$ cat config.mk
export PLATFORM = sky130hd
export DESIGN_NAME = inrush_sequencer
export DESIGN_NICKNAME = d
export VERILOG_FILES = /design/src/rtl/inrush_pkg.sv /design/src/rtl/cl_sync.sv /design/src/rtl/lowest_pick.sv /design/src/rtl/inrush_sequencer.sv
export SDC_FILE = /design/constraint.sdc
export NUM_CORES = 1
export LEC_CHECK = 0
export BUFFER_PORTS_ARGS = -buffer_cell sky130_fd_sc_hd__buf_4
export CAP_MARGIN = 20
export CORE_ASPECT_RATIO = 1.25
export CORE_MARGIN = 2
export CORE_UTILIZATION = 50
export CTS_BUF_LIST = sky130_fd_sc_hd__clkbuf_16
export DETAILED_ROUTE_END_ITERATION = 6
export GPL_TIMING_DRIVEN = 0
export PLACE_DENSITY = 0.71
export RECOVER_POWER = 50
export SETUP_SLACK_MARGIN = 0.05
export SKIP_CTS_REPAIR_TIMING = 1
export SYNTH_ARGS = -nofsm -noshare
export SYNTH_HDL_FRONTEND = slang
export SYNTH_HIERARCHICAL = 1
export SYNTH_SLANG_ARGS = --single-unit
$ cat constraint.sdc
create_clock -name clk_i -period 2.1 [get_ports clk_i]
set_clock_uncertainty 0.1 [all_clocks]
set_input_delay 0.63 -clock clk_i [delete_from_list [all_inputs] [get_ports clk_i]]
set_output_delay 0.63 -clock clk_i [all_outputs]
set_load 0.005 [all_outputs]
$ cat src/rtl/inrush_pkg.sv
package inrush_pkg;
  typedef enum logic {
    ST_IDLE = 1'b0,
    ST_BUSY = 1'b1
  } seq_state_t;
endpackage

$ cat src/rtl/cl_sync.sv
module cl_sync #(
  parameter int unsigned WIDTH  = 4,
  parameter int unsigned STAGES = 2
) (
  input  logic             clk_i,
  input  logic             rst_ni,
  input  logic [WIDTH-1:0] d_i,
  output logic [WIDTH-1:0] q_o
);
  logic [WIDTH-1:0] stg_q [STAGES];

  for (genvar s = 0; s < STAGES; s++) begin : g_stg
    always_ff @(posedge clk_i or negedge rst_ni) begin
      if (!rst_ni) stg_q[s] <= '0;
      else if (s == 0) stg_q[s] <= d_i;
      else stg_q[s] <= stg_q[(s == 0) ? 0 : s-1];
    end
  end

  assign q_o = stg_q[STAGES-1];
endmodule

$ cat src/rtl/lowest_pick.sv
module lowest_pick #(
  parameter int unsigned N     = 4,
  parameter int unsigned IDX_W = 2
) (
  input  logic [N-1:0]     req_i,
  output logic             any_o,
  output logic [IDX_W-1:0] idx_o,
  output logic [N-1:0]     oh_o
);
  always_comb begin
    idx_o = '0;
    oh_o  = '0;
    for (int i = N-1; i >= 0; i--) begin
      if (req_i[i]) begin
        idx_o = IDX_W'(i);
        oh_o  = N'(1) << i;
      end
    end
  end

  assign any_o = |req_i;
endmodule

$ cat src/rtl/inrush_sequencer.sv
module inrush_sequencer
  import inrush_pkg::*;
#(
  parameter int unsigned N_CH        = 4,
  parameter int unsigned SYNC_STAGES = 2,
  parameter int unsigned HOLD_CYC    = 3
) (
  input  logic            clk_i,
  input  logic            rst_ni,
  input  logic            bypass_i,
  input  logic [N_CH-1:0] act_req_i,
  input  logic [N_CH-1:0] cur_lim_i,
  output logic [N_CH-1:0] drv_en_o,
  output logic [N_CH-1:0] pon_flag_o
);
  localparam int unsigned IDX_W = (N_CH > 1) ? $clog2(N_CH) : 1;
  localparam int unsigned CNT_W = (HOLD_CYC > 0) ? $clog2(HOLD_CYC + 1) : 1;

  seq_state_t       st_q, st_d;
  logic [IDX_W-1:0] act_q, act_d;
  logic [CNT_W-1:0] cnt_q, cnt_d;
  logic [N_CH-1:0]  req_q, en_q, en_d, pend_q, pend_d;
  logic [N_CH-1:0]  cl_s, rise, pend_live, pick_oh, act_oh;
  logic [IDX_W-1:0] pick_idx;
  logic             pick_any;

  cl_sync #(.WIDTH(N_CH), .STAGES(SYNC_STAGES)) u_sync (
    .clk_i (clk_i),
    .rst_ni(rst_ni),
    .d_i   (cur_lim_i),
    .q_o   (cl_s)
  );

  // only a fresh request on a disabled channel joins the queue
  assign rise      = act_req_i & ~req_q & ~en_q;
  assign pend_live = pend_q & act_req_i;

  lowest_pick #(.N(N_CH), .IDX_W(IDX_W)) u_pick (
    .req_i(pend_live),
    .any_o(pick_any),
    .idx_o(pick_idx),
    .oh_o (pick_oh)
  );

  assign act_oh = N_CH'(1) << act_q;

  always_comb begin
    st_d   = st_q;
    act_d  = act_q;
    cnt_d  = cnt_q;
    en_d   = en_q & act_req_i;
    pend_d = (pend_q | rise) & act_req_i;
    if (bypass_i) begin
      st_d   = ST_IDLE;
      cnt_d  = '0;
      en_d   = act_req_i;
      pend_d = '0;
    end else begin
      unique case (st_q)
        ST_IDLE: begin
          if (pick_any) begin
            st_d   = ST_BUSY;
            act_d  = pick_idx;
            cnt_d  = CNT_W'(HOLD_CYC);
            en_d   = en_d | pick_oh;
            pend_d = pend_d & ~pick_oh;
          end
        end
        ST_BUSY: begin
          if (!act_req_i[act_q])   st_d  = ST_IDLE;
          else if (cnt_q != '0)    cnt_d = cnt_q - 1'b1;
          else if (!cl_s[act_q])   st_d  = ST_IDLE;
        end
        default: st_d = ST_IDLE;
      endcase
    end
  end

  always_ff @(posedge clk_i or negedge rst_ni) begin
    if (!rst_ni) begin
      st_q   <= ST_IDLE;
      act_q  <= '0;
      cnt_q  <= '0;
      req_q  <= '0;
      en_q   <= '0;
      pend_q <= '0;
    end else begin
      st_q   <= st_d;
      act_q  <= act_d;
      cnt_q  <= cnt_d;
      req_q  <= act_req_i;
      en_q   <= en_d;
      pend_q <= pend_d;
    end
  end

  // switch-off path is combinational: no edge needed
  assign drv_en_o   = bypass_i ? act_req_i : (en_q & act_req_i);
  assign pon_flag_o = (!bypass_i && st_q == ST_BUSY) ? (act_oh & act_req_i) : '0;
endmodule

==> results of run 1 <==
-- flip-flops by register name (all words and copies together) (netlist names) --
register and count:
act_q 2, cnt_q 2, en_q 4, pend_q 4, req_q 4, st_q 1
u_sync/q_o 4, u_sync/stg_q 4
-- worst paths after layout --
path,start,cells after the start,end
max,bypass_i,5,pon_flag_o[1]
min,u_sync/stg_q[4],0,u_sync/q_o[0]
max reg2reg,pend_q[0],6,act_q[1]
min reg2reg,u_sync/stg_q[4],0,u_sync/q_o[0]
max in group asynchronous,rst_ni,1,st_q
min in group asynchronous,rst_ni,1,cnt_q[1]
-- per-layer routing --
metal  vias up  global-route usage  routed length [microns]  share of wire
li1        418                   -                        -              -
met4         0              0.0714                       16         0.0074
met1       413               0.246                      950           0.44
met2        20               0.292                     1110           0.52
met5         -                   0                        0              0
met3         2              0.0280                       72          0.033
-- power by group --
part | internal, W | leakage (nW) | switching [W]
Clock | 0.000258 | 0.0371 | 0.000161
Sequential | 0.000514 | 0.310 | 0.0000185
Combinational | 0.0000985 | 0.355 | 0.0000912
Total | 0.000871 | 0.702 | 0.000271
-- synth_stat cells --
library cell | n | share of area
dfrtp_1 | 25 | 0.54
nor2_1 | 21 | 0.068
inv_1 | 8 | 0.026
and2_1 | 6 | 0.032
buf_4 | 5 | 0.032
nor3_1 | 5 | 0.022
a2111oi_0 | 4 | 0.030
a21o_1 | 4 | 0.026
nand2_1 | 4 | 0.013
mux2i_1 | 3 | 0.026
nand2b_1 | 3 | 0.016
a31oi_1 | 2 | 0.011
buf_6 | 2 | 0.019
mux2_2 | 2 | 0.019
a211oi_1 | 1 | 0.0065
a21oi_1 | 1 | 0.0043
and2b_1 | 1 | 0.0065
clkbuf_1 | 1 | 0.0032
ha_1 | 1 | 0.011
mux2_4 | 1 | 0.013
nand2b_4 | 1 | 0.012
nand3_1 | 1 | 0.0043
nand3b_1 | 1 | 0.0065
nor2b_1 | 1 | 0.0054
nor4_1 | 1 | 0.0054
o22ai_1 | 1 | 0.0054
o22ai_2 | 1 | 0.011
o31a_1 | 1 | 0.0076
or2_1 | 1 | 0.0054
or3_1 | 1 | 0.0054
xnor2_1 | 1 | 0.0076
-- final cells by class --
class | instances | area, sq um
Buffer | 8 | 75.1
Clock buffer | 3 | 75.1
Clock inverter | 1 | 7.51
Fill cell | 187 | 739
Inverter | 8 | 30.0
Multi-Input combinational cell | 70 | 457
Sequential cell | 25 | 627
Tap cell | 31 | 38.8
Timing Repair Buffer | 21 | 161
-- metrics by stage --
step                hold WS, ns  std cells  utilization  setup TNS (ns)
CTS                       0.175        164        0.641          -0.699
finish                    0.248        167        0.666               0
global placement          0.233        160        0.603           -1.77
global route              0.257        167        0.666         -0.0154
detailed placement        0.235        160        0.603           -1.78
floorplan                 0.231        111            -               0
-- kinds of logic after synthesis --
family / Yosys count
flip-flops: 25
AO/OA/AOI/OAI: 15
buffers and inverters: 16
adder cells (fa/ha/maj): 1
multiplexers: 6
XOR/XNOR: 1
AND/OR/NAND/NOR: 47
==> metrics.txt, run 1 <==
status complete, no violations; Static Leak 0.702 nW; Synth Area in Compound Gates 0.101; post-DP HPWL 1530 microns; most frequent CP cell buf_8; critical path startpoint category input pin; Port Buf Inserts 18; Synth Area in Adders 0.0108; Tot Pwr 0.00114 W; arrival time worst endpoint 1.32 ns; Clock transition at path regs 0.06 ns; via count 853; Worst R2R Setup Slack 0.27 ns; delay-heaviest family, CP simple AND/OR/NAND/NOR gates; vias in the first global route 848; CP Cell Sequence buf_8 > buf_8 > nand3b_1 > nor3_2 > buf_4; crit-path max cell delay 0.18 ns; peak supply drop 0.698 mV; TritonRoute pass-1 iters 4; Min Clock Period, post-route between 2 and 2.5 ns; net count after synthesis ~120; n_diodes 0; CP Data Required Time 1.37 ns; Highest Clock Rate 0.487 GHz; first-pass GRT wire length roughly 3600 microns; CTS H-tree lvls 1; DIE AREA about 2700 sq um; Seq cells post-synth 25; fin area about 1500 sq um; RSZ-0062 raised after global routing true; die width 47.1 microns; initial DRC count 23; syn_area_per_cell approximately 10 sq um; Final Cycle Share 0.978; xor and xnor area share after synthesis 0.00755; most frequent cells in the layout dfrtp_1, nor2_1, buf_4, inv_1, and2_1; Finish-stage setup viols 0; TritonCTS clock tree done; Max-slew headroom 0.118; total grt overflow 0; worst setup path class input pin to primary output; post-place setup slack -0.404 ns; final wirelength between 2000 and 2500 microns; largest family of logic cells by synthesized area simple AND/OR/NAND/NOR gates; GRT Util Overall 0.183; WP buf/inv 3; Num CTS Buffers 3; routed vias/inst slightly above 5; most common cell after layout, fill and taps aside dfrtp_1; initial antenna violation count 0; Avg WL per Cell 12.9 microns; DRC viols 0; cell count after synthesis 111; Synth Area in Simple Gates 0.202; Root Buffer clkbuf_16; crit-path max FO 5; final worst slack 0.0458 ns; Core Area ~2200 sq um; largest net degree at the start of global routing 26; Placement Cell Area between 1000 and 1500 sq um; Hold Violations, Final 0; Initial Util 0.525; YS warnings 6; CTS sink count 25; HP Class flip-flop to flip-flop; number of routed nets with antenna violations 0; chip height 57.9 microns; Slew @ Worst Pin about 1.3 ns; Seq/Total Area, Yosys 0.539; CTS Buffer Depth 2; row count 19; Final Wtd Congestion approximately 0.81; CP max-delay cell nor3_2; Worst setup EP type primary output; Yosys cell types 31; Slew Limit Fails 0; Post-Syn Area 1160 sq um; Worst-Skew Late Latency 0.25 ns; share of post-route cells with drive strength above 1 0.309; Layout Area Growth over Synthesis 26.9%; Final nets 149; pwr/cell area just under 800 nW/um^2; Max Cap Viol 0; Ports 19; mux contribution to synthesized area 0.0583
(Power assumes the default switching activity.)
==> run 2, diff against run 1 <==
ABC_AREA = 1   (was default)
==> run 2 against run 1 <==
  * Global-route usage rose by 0.72 points
  * Critical endpoint is now pon_flag_o[3]
  * Sequential power grew 4.9%
  * First-iteration DRC count is 39% lower
  * Total power grew 14%
  * Highest routed layer unchanged
  * Critical path type unchanged
  * Setup slack better by 0.021 ns
  * Worst hold slack better by 0.00061 ns
  * Clock power about the same
==> metrics.txt, run 2 <==
Avg WL per Cell between 10 and 15 microns; Final nets 177; Synth async-reset ratio 1.00; non-filler cells, final 195; Worst setup EP type primary output; Layout Area Growth over Synthesis 26.5%; Top Usage Layer GRT met2; Seq cells post-synth 25; Finish-stage setup viols 0; CTS H-tree lvls 1; Worst-Skew Late Latency 0.26 ns; first-pass GRT wire length ~3800 microns; TritonCTS clock tree done; syn_area_per_cell 8.55 sq um; DIE AREA 2800 sq um; most common flop cell mapped by yosys dfrtp_1; total grt overflow 0; chip height roughly 59 microns; Final Wtd Congestion approximately 0.83; Root Buffer clkbuf_16; peak supply drop 0.524 mV; Static Leak between 0.8 and 0.9 nW; GRT Util Overall 0.190; Port Buf Inserts 17; vias in the first global route 901; number of synthesized flops with an enable pin 0; crit-path max FO 10; Num CTS Buffers 3; arrival time worst endpoint 1.30 ns; Post-Syn Area between 1000 and 1500 sq um; most common cell in the netlist dfrtp_1; die width 47.8 microns; Seq/Total Area, Yosys 0.522; n_diodes 0; YS warnings 6; routed vias/inst 4.99; Slew Limit Fails 0; Clock transition at path regs 0.06 ns; Synth area leader dfrtp_1; pwr/cell area 861 nW/um^2; cell count after synthesis 140; reg-to-reg startpoint pend_q[3]; initial antenna violation count 0; HP Class flip-flop to flip-flop; Core Area about 2200 sq um; TritonRoute pass-1 iters 4; Min Clock Period, post-route around 2.0 ns; Final Cycle Share 0.968; CTS sink count 25; initial DRC count 14; top post-synthesis cells by area dfrtp_1, nand2_1, nor2_1, inv_1, nand3_1; Max-slew headroom 0.148; Highest Clock Rate 0.492 GHz; net count after synthesis 152; most frequent cells in the layout nand2_1, dfrtp_1, buf_4, nor2_1, inv_1; worst setup path start bypass_i; Max Cap Viol 0; setup_tns 0 ns; largest net degree at the start of global routing 26; CTS Buffer Depth 2; Yosys cell types 19; number of routed nets with antenna violations 0; final wirelength 2300 microns; Ports 19; GR met2 Demand/Resource 0.280; fill cell count 198; CP Data Required Time 1.37 ns; post-DP HPWL ~1600 microns; M1 GR Usage 0.266; critical path startpoint category input pin; row count 19; DRC viols 0; via count slightly below 1000; Hold Violations, Final 0; met3 GRT Util 0.0276; share of post-route cells with drive strength above 1 0.293; status complete, no violations; commonest cells in the netlist dfrtp_1, nand2_1, nor2_1, inv_1, nand3_1; Slew @ Worst Pin 1.28 ns; area fraction of the dominant cell type after synthesis 0.522; worst setup path class input pin to primary output; Initial Util 0.536; Placed Cells 188; Worst Hold Launch u_sync/stg_q[7]; RSZ-0062 raised after global routing true
==> run 2: cell count changes in the layout (fill, tap and decap cells not counted), moves of 6 or more <==
cell,delta
nand2_1,+20
inv_1,+11
nand3_1,+12
and2_1,-6
==> run 2: cell type report <==
type | count | area, sq um | share of cell area
clock inverter | 1 | 5.00 | 0.00330
buffer | 7 | 60.1 | 0.0396
inverter | 24 | 100 | 0.0661
timing repair buffer | 20 | 159 | 0.105
clock buffer | 3 | 75.1 | 0.0495
sequential | 25 | 627 | 0.414
multi-input combinational | 84 | 450 | 0.297
tap | 31 | 38.8 | 0.0256
==> run 2: cells by family after synthesis <==
kind of cell    Yosys count  synth area share
compound gates           16            0.0846
fa+ha+maj                 1            0.0104
simple gates             67             0.249
buf+inv                  31             0.134
flops                    25             0.522
==> run 2: through the flow <==
step	hold WS (ns)	utilization	total power, W	setup WS (ns)	instance area (sq um)
final	0.248	0.678	0.00130	0.0670	1520
after global routing	0.266	0.678	0.00138	0.0139	1520
after CTS	0.176	0.646	0.00124	-0.0248	1440
after detailed placement	0.236	0.610	0.000819	-0.0161	1360
after global placement	0.233	0.610	0.000810	-0.00551	1360
after floorplan	0.231	-	0.000741	0.234	1200
==> run 2: report_power, final <==
group / internal, W / total, W / leakage, nW / switching (W)
logic: 0.000144 / 0.000328 / 0.461 / 0.000184
registers: 0.000527 / 0.000559 / 0.304 / 0.0000321
clock network: 0.000256 / 0.000417 / 0.0409 / 0.000161
==> run 2: path summary, 6_finish.rpt <==
kind | slack, ns | endpoint | depth (start not counted)
max | 0.07 | pon_flag_o[3] | 5
min | 0.25 | u_sync/q_o[3] | 0
max reg2reg | 0.64 | act_q[0] | 9
min reg2reg | 0.25 | u_sync/q_o[3] | 0
max in group asynchronous | 0.52 | act_q[1] | 1
min in group asynchronous | 0.53 | cnt_q[1] | 1
==> run 2: worst max-delay path, cell delays in order <==
cell and delay, ns:
buf_6 0.13, inv_6 0.10, nand2_4 0.10, nor4_2 0.18
buf_4 0.16
==> run 2: routing by layer <==
metal / routed length (microns) / vias to the layer above
met5: 0 / -
met4: 62 / 0
met3: 107 / 7
met2: 1120 / 25
met1: 1020 / 452
li1: - / 489
